$ cat src/rtl/irqc_pkg.sv
package irqc_pkg;
    localparam int NHW  = 4;
    localparam int IDXW = $clog2(NHW);

    localparam logic [IDXW-1:0] HW_EXT  = 2'd0;
    localparam logic [IDXW-1:0] HW_TMR  = 2'd1;
    localparam logic [IDXW-1:0] HW_UART = 2'd2;
    localparam logic [IDXW-1:0] HW_SPI  = 2'd3;

    localparam logic [15:0] VEC_RESET = 16'h3FFE;
    localparam logic [15:0] VEC_TRAP  = 16'h3FFC;
    localparam logic [15:0] VEC_EXT   = 16'h3FFA;
    localparam logic [15:0] VEC_TMR   = 16'h3FF8;
    localparam logic [15:0] VEC_UART  = 16'h3FF6;
    localparam logic [15:0] VEC_SPI   = 16'h3FF4;

    // lowest index is the highest priority
    function automatic logic [IDXW-1:0] first_idx(input logic [NHW-1:0] r);
        logic [IDXW-1:0] k;
        k = '0;
        for (int i = NHW - 1; i >= 0; i--) begin
            if (r[i]) k = IDXW'(i);
        end
        return k;
    endfunction

    function automatic logic [15:0] hw_vector(input logic [IDXW-1:0] idx);
        logic [15:0] v;
        case (idx)
            HW_EXT:  v = VEC_EXT;
            HW_TMR:  v = VEC_TMR;
            HW_UART: v = VEC_UART;
            default: v = VEC_SPI;
        endcase
        return v;
    endfunction
endpackage

$ cat src/rtl/irqc_sync.sv
module irqc_sync #(
    parameter int         W         = 1,
    parameter int         STAGES    = 2,
    parameter logic       RESET_BIT = 1'b1
) (
    input  logic         clk,
    input  logic         rst_n,
    input  logic [W-1:0] din,
    output logic [W-1:0] dout
);
    typedef struct packed {
        logic [STAGES-1:0][W-1:0] pipe;
    } sync_st_t;

    sync_st_t st_d, st_q;

    always_comb begin
        st_d = st_q;
        st_d.pipe[0] = din;
        for (int i = 1; i < STAGES; i++) begin
            st_d.pipe[i] = st_q.pipe[i-1];
        end
    end

    always_ff @(posedge clk or negedge rst_n) begin
        if (!rst_n) st_q <= {STAGES{{W{RESET_BIT}}}};
        else        st_q <= st_d;
    end

    assign dout = st_q.pipe[STAGES-1];
endmodule

$ cat src/rtl/irqc_ext_latch.sv
module irqc_ext_latch (
    input  logic clk,
    input  logic rst_n,
    input  logic req_low,
    input  logic level_mode,
    input  logic clr,
    output logic latched
);
    typedef struct packed {
        logic prev;
        logic hold;
    } lat_st_t;

    lat_st_t st_d, st_q;
    logic    fall;
    logic    set_req;

    always_comb begin
        st_d     = st_q;
        fall     = req_low & ~st_q.prev;
        set_req  = fall | (level_mode & req_low);
        st_d.prev = req_low;
        // a new set wins over the clear: this gives the level re-arm
        if (set_req)  st_d.hold = 1'b1;
        else if (clr) st_d.hold = 1'b0;
    end

    always_ff @(posedge clk or negedge rst_n) begin
        if (!rst_n) st_q <= '0;
        else        st_q <= st_d;
    end

    assign latched = st_q.hold;
endmodule

$ cat src/rtl/irqc_group.sv
module irqc_group #(
    parameter int N = 3
) (
    input  logic [N-1:0] flag,
    input  logic [N-1:0] en,
    output logic         req
);
    logic [N-1:0] hit;
    for (genvar g = 0; g < N; g++) begin : g_pair
        assign hit[g] = flag[g] & en[g];
    end
    assign req = |hit;
endmodule

$ cat src/rtl/irq_prio_ctrl.sv
module irq_prio_ctrl
    import irqc_pkg::*;
#(
    parameter int NPORT       = 8,
    parameter int NTMR        = 3,
    parameter int NUART       = 5,
    parameter int NSPI        = 2,
    parameter int SYNC_STAGES = 2
) (
    input  logic             clk,
    input  logic             rst_n,
    input  logic             ext_pin_n,
    input  logic [NPORT-1:0] port_pin_n,
    input  logic [NPORT-1:0] port_irq_en,
    input  logic             sens_wr,
    input  logic             sens_level,
    output logic             level_mode,
    input  logic             ext_clr,
    input  logic [NTMR-1:0]  tmr_flag,
    input  logic [NTMR-1:0]  tmr_en,
    input  logic [NUART-1:0] uart_flag,
    input  logic [NUART-1:0] uart_en,
    input  logic [NSPI-1:0]  spi_flag,
    input  logic [NSPI-1:0]  spi_en,
    input  logic             gmask,
    input  logic             swi_fetch,
    input  logic             insn_end,
    output logic             irq_pending,
    output logic             take,
    output logic [15:0]      vec
);
    localparam int SW = NPORT + 1;

    typedef struct packed {
        logic           level;
        logic           lock;
        logic           swi_pend;
        logic [NHW-1:0] snap;
        logic           take;
        logic [15:0]    vec;
    } ctl_st_t;

    ctl_st_t st_d, st_q;

    logic [SW-1:0]  pins_sync;
    logic           ext_low;
    logic           ext_latched;
    logic           tmr_req, uart_req, spi_req;
    logic [NHW-1:0] hw_req;
    logic [NHW-1:0] active;
    logic [NHW-1:0] eligible;
    logic [IDXW-1:0] pick;

    irqc_sync #(.W(SW), .STAGES(SYNC_STAGES), .RESET_BIT(1'b1)) u_sync (
        .clk   (clk),
        .rst_n (rst_n),
        .din   ({port_pin_n, ext_pin_n}),
        .dout  (pins_sync)
    );

    assign ext_low = ~pins_sync[0] | (|(~pins_sync[SW-1:1] & port_irq_en));

    irqc_ext_latch u_ext (
        .clk        (clk),
        .rst_n      (rst_n),
        .req_low    (ext_low),
        .level_mode (st_q.level),
        .clr        (ext_clr),
        .latched    (ext_latched)
    );

    irqc_group #(.N(NTMR))  u_tmr  (.flag(tmr_flag),  .en(tmr_en),  .req(tmr_req));
    irqc_group #(.N(NUART)) u_uart (.flag(uart_flag), .en(uart_en), .req(uart_req));
    irqc_group #(.N(NSPI))  u_spi  (.flag(spi_flag),  .en(spi_en),  .req(spi_req));

    always_comb begin
        hw_req           = '0;
        hw_req[HW_EXT]   = ext_latched;
        hw_req[HW_TMR]   = tmr_req;
        hw_req[HW_UART]  = uart_req;
        hw_req[HW_SPI]   = spi_req;
        active           = hw_req & {NHW{~gmask}};
        eligible         = st_q.snap & active;
    end

    always_comb begin
        st_d      = st_q;
        st_d.take = 1'b0;
        pick      = '0;

        if (sens_wr && !st_q.lock) begin
            st_d.level = sens_level;
            st_d.lock  = 1'b1;
        end

        if (insn_end) begin
            if (|eligible) begin
                pick            = first_idx(eligible);
                st_d.take       = 1'b1;
                st_d.vec        = hw_vector(pick);
                st_d.snap[pick] = 1'b0;
            end else if (st_q.swi_pend) begin
                st_d.take     = 1'b1;
                st_d.vec      = VEC_TRAP;
                st_d.swi_pend = 1'b0;
                st_d.snap     = '0;
            end else if (|active) begin
                pick      = first_idx(active);
                st_d.take = 1'b1;
                st_d.vec  = hw_vector(pick);
            end
        end else if (swi_fetch) begin
            st_d.swi_pend = 1'b1;
            st_d.snap     = active;
        end
    end

    always_ff @(posedge clk or negedge rst_n) begin
        if (!rst_n) begin
            st_q          <= '0;
            st_q.level    <= 1'b1;
            st_q.vec      <= VEC_RESET;
        end else begin
            st_q <= st_d;
        end
    end

    logic sens_lock_w;
    logic swi_pend_w;
    assign sens_lock_w = st_q.lock;
    assign swi_pend_w  = st_q.swi_pend;

    assign level_mode  = st_q.level;
    assign irq_pending = (|active) | st_q.swi_pend;
    assign take        = st_q.take;
    assign vec         = st_q.vec;
endmodule

$ cat config.mk
export PLATFORM = sky130hd
export DESIGN_NAME = irq_prio_ctrl
export DESIGN_NICKNAME = d
export VERILOG_FILES = /design/src/rtl/irqc_pkg.sv /design/src/rtl/irqc_sync.sv /design/src/rtl/irqc_ext_latch.sv /design/src/rtl/irqc_group.sv /design/src/rtl/irq_prio_ctrl.sv
export SDC_FILE = /design/constraint.sdc
export NUM_CORES = 1
export LEC_CHECK = 0
export CORE_AREA = 2 2 62 64
export CTS_BUF_LIST = sky130_fd_sc_hd__clkbuf_4 sky130_fd_sc_hd__clkbuf_8
export CTS_CLUSTER_SIZE = 14
export DETAILED_ROUTE_END_ITERATION = 16
export DIE_AREA = 0 0 64 66
export GPL_TIMING_DRIVEN = 1
export PLACE_DENSITY_LB_ADDON = 0.3
export SYNTH_ARGS = -nofsm -noshare
export SYNTH_HDL_FRONTEND = slang
export SYNTH_SLANG_ARGS = --single-unit
$ cat constraint.sdc
create_clock -name clk -period 3 [get_ports clk]
set_clock_uncertainty 0.05 [all_clocks]
set_input_delay 0.9 -clock clk [delete_from_list [all_inputs] [get_ports clk]]
set_output_delay 0.9 -clock clk [all_outputs]
set_load 0.005 [all_outputs]
==> impl_metrics.py <==
metrics = {
    "pwr": {
        "p_int_w": 0.000747,
        "ir_drop_uv": 331,
        "switching_share": 0.249,
        "seq_power_share": 0.509,
        "cellLeakagePower_nw": 1.00,
        "p_comb_frac": 0.234,
        "switchingPower_w": 0.000248,
        "p_clk_frac": 0.257,
        "p_per_area_mw_per_mm2": 445,
    },
    "floorplan": {
        "die_h_um": 66,
        "die_w_um": 64,
        "start_util": 0.412,
        "core_sq_mm": 0.00355,
        "die_area_sq_mm": 0.00422,
        "ioPinCount": 64,
        "rows": 22,
    },
    "cts": {
        "clock_tree.root_cell": "clkbuf_4",
        "insertion_delay_ns": 0.31,
        "cts_buffers": 5,
        "cts_max_path_buffers": 2,
        "path_clk_slew_ns": 0.08,
        "cts_sinks": 32,
        "cts_tree": "yes",
        "cts_hold_buf": 0,
        "htreeDepth": 2,
    },
    "routing": {
        "vias": 1253,
        "viasPerCell": 4.91,
        "drt-wirelength-per-cell_um": 13.6,
        "drtIter0Drc": 42,
        "drt_first_pass_iters": 4,
        "drt.antenna.violating_nets": 0,
        "route.detailed.drc": 0,
        "routed_wl_um": 3480,
    },
    "outcome": {
        "status": "completed",
    },
    "synth": {
        "synth_edf_count": 0,
        "synth_area_leaders": "dfstp_2 (41%), dfrtp_1 (15%), buf_4 (8.2%), inv_1 (2.8%), nand2_1 (2.6%)",
        "synth.top_cell.area_share": 0.413,
        "seq_area_frac_synth": 0.567,
        "synth_top_cell_by_area": "dfstp_2",
        "synth.avg_cell_area_sq_um": 10.9,
        "netlist_instances": 134,
        "ys_ff_latch": 32,
        "synth_area_sq_mm": 0.00146,
        "synthFlopType": "dfstp_2",
        "synthDistinctLibCells": 36,
        "async_reset_ff_frac": 1.00,
        "yosysWarnings": 0,
    },
    "cells_and_area": {
        "nNetsFinal": 251,
        "layout_common_cells": "clkdlybuf4s50_1 (44), dfstp_2 (23), buf_4 (21)",
        "final_common_cell": "clkdlybuf4s50_1",
        "final_area_sq_mm": 0.00223,
        "fill_cells": 275,
        "num_antenna_cells": 0,
        "final_cells": 255,
        "drive_gt1_frac": 0.324,
        "area_delta_synth_final_pct": 52.6,
    },
    "worst_hold_path": {
        "min_path_type": "reg -> reg",
    },
    "grt": {
        "grt.overflow.total": 0,
        "grt_pass1_wl_um": 5500,
        "grt_max_degree": 33,
        "grt_pass1_vias": 1276,
        "grt_usage": 0.171,
        "grt_antenna_before_repair": 0,
    },
    "placement": {
        "dp_hpwl_um": 2720,
        "placed_area_sq_mm": 0.00208,
        "gp_congestion": 0.884,
        "dp.cells": 236,
        "portBuffers": 60,
    },
    "critical_path": {
        "cp_max_fo": 2,
        "crit_path_cell_trace": "dlygate4sd2_1, a222oi_1, nand4_1, nor2_2, a21oi_2, buf_2",
        "path_delay_family": "buffers and inverters",
        "worstPathArrival_ns": 1.98,
        "cp.required_ns": 2.05,
        "startpoint_type": "primary input",
        "crit_slowest_cell": "a222oi_1",
        "slowest_delay_ns": 0.29,
        "cp.buffers_inverters": 2,
        "path_class": "in -> out",
        "cp-end-kind": "output pin",
    },
    "timing": {
        "period_share": 0.978,
        "drv_slew": 0,
        "fin_hold_ws_ns": 0.309,
        "fmaxAchievable_ghz": 0.341,
        "worstMarginPinSlew_ns": 0.617,
        "setup_viol": 0,
        "slew_headroom": 0.578,
        "setup_tns_ns": 0,
        "hold_violations": 0,
        "fin_crit_ns": 2.93,
        "rsz0062_at_grt": "no",
    },
    "job": {
        "drv_cap": 0,
    },
}
## Yosys cell counts (3+ instances only)
| cell type | instances |
|---|---|
| dfstp_2 | 23 |
| buf_4 | 16 |
| inv_1 | 11 |
| nand2_1 | 10 |
| dfrtp_1 | 9 |
| nor2_1 | 8 |
| o21ai_0 | 7 |
| a21oi_1 | 6 |
| nor2b_1 | 5 |
| a22oi_1 | 4 |
| a222oi_1 | 3 |
| o211ai_1 | 3 |
## through the flow
step	util	setup slack [ns]	total power, W
after global placement	0.586	-0.424	0.000724
after global routing	0.629	0.000693	0.00106
after floorplan	-	0.191	0.000608
final	0.629	0.0650	0.000994
after detailed placement	0.586	-0.563	0.000731
after CTS	0.621	0.00291	0.00100
## final cells by class
cell class | count | area (sq um) | share of cell area
clock inverter | 1 | 7.51 | 0.00336
timing repair buffer | 81 | 748 | 0.335
inverter | 11 | 41.3 | 0.0185
clock buffer | 7 | 58.8 | 0.0263
sequential | 32 | 830 | 0.371
tap | 48 | 60.1 | 0.0269
multi-input combinational | 75 | 489 | 0.219
## power groups by stage
stage / Sequential (W) / Combinational [W] / Clock (W)
4_1_cts: 0.000507 / 0.000227 / 0.000268
3_3_place_gp: 0.000512 / 0.000212 / 0
3_5_place_dp: 0.000515 / 0.000216 / 0
2_1_floorplan: 0.000508 / 0.000100 / 0
6_report: 0.000506 / 0.000232 / 0.000255
5_1_grt: 0.000512 / 0.000252 / 0.000291
## flip-flops by register name, summed over array words and instances, names as in the netlist
signal and flops:
st_q 4, vec 4, take 1, u_ext.st_q 1, level_mode 1, u_sync.st_d 9, swi_pend_w 1, u_sync.dout 9
u_ext.latched 1, sens_lock_w 1
## per-layer routing
| layer | GRT usage | part of all wire | up-vias |
|---|---|---|---|
| met3 | 0.0511 | 0.046 | 6 |
| li1 | - | - | 601 |
| met5 | 0 | 0 | - |
| met1 | 0.183 | 0.39 | 596 |
| met2 | 0.318 | 0.55 | 50 |
| met4 | 0.0625 | 0.017 | 0 |
## kinds of logic (layout without fill, tap and decap cells)
family          Yosys count  after routing  share of synthesized area
flops                    32             32                      0.567
simple gates             32             32                      0.105
compound gates           37             37                      0.189
mux                       3              3                     0.0214
buf+inv                  29            100                      0.115
other cells               1              3                    0.00256
## path summary, 6_finish.rpt
path                                           start                   endpoint  slack, ns  cells past startpoint
max                                        tmr_en[1]                irq_pending       0.07                      6
min                        u_sync.st_d[15]$_DFF_PN1_   u_sync.dout[6]$_DFF_PN1_       0.31                      0
max reg2reg                 u_sync.dout[6]$_DFF_PN1_  u_ext.latched$_DFFE_PN0P_       1.16                      5
min reg2reg                u_sync.st_d[15]$_DFF_PN1_   u_sync.dout[6]$_DFF_PN1_       0.31                      0
max in group asynchronous                      rst_n  u_sync.st_d[16]$_DFF_PN1_       1.68                      2
min in group asynchronous                      rst_n     swi_pend_w$_DFFE_PN0P_       0.91                      2
## timing repair
item / in CTS / in global routing
setup endpoints to repair: 1 / 1
pin swaps: 5 / 6
buffers inserted: 9 / 2
gates resized for setup: 18 / 16
Note: power is estimated with default switching activity, not from simulation.
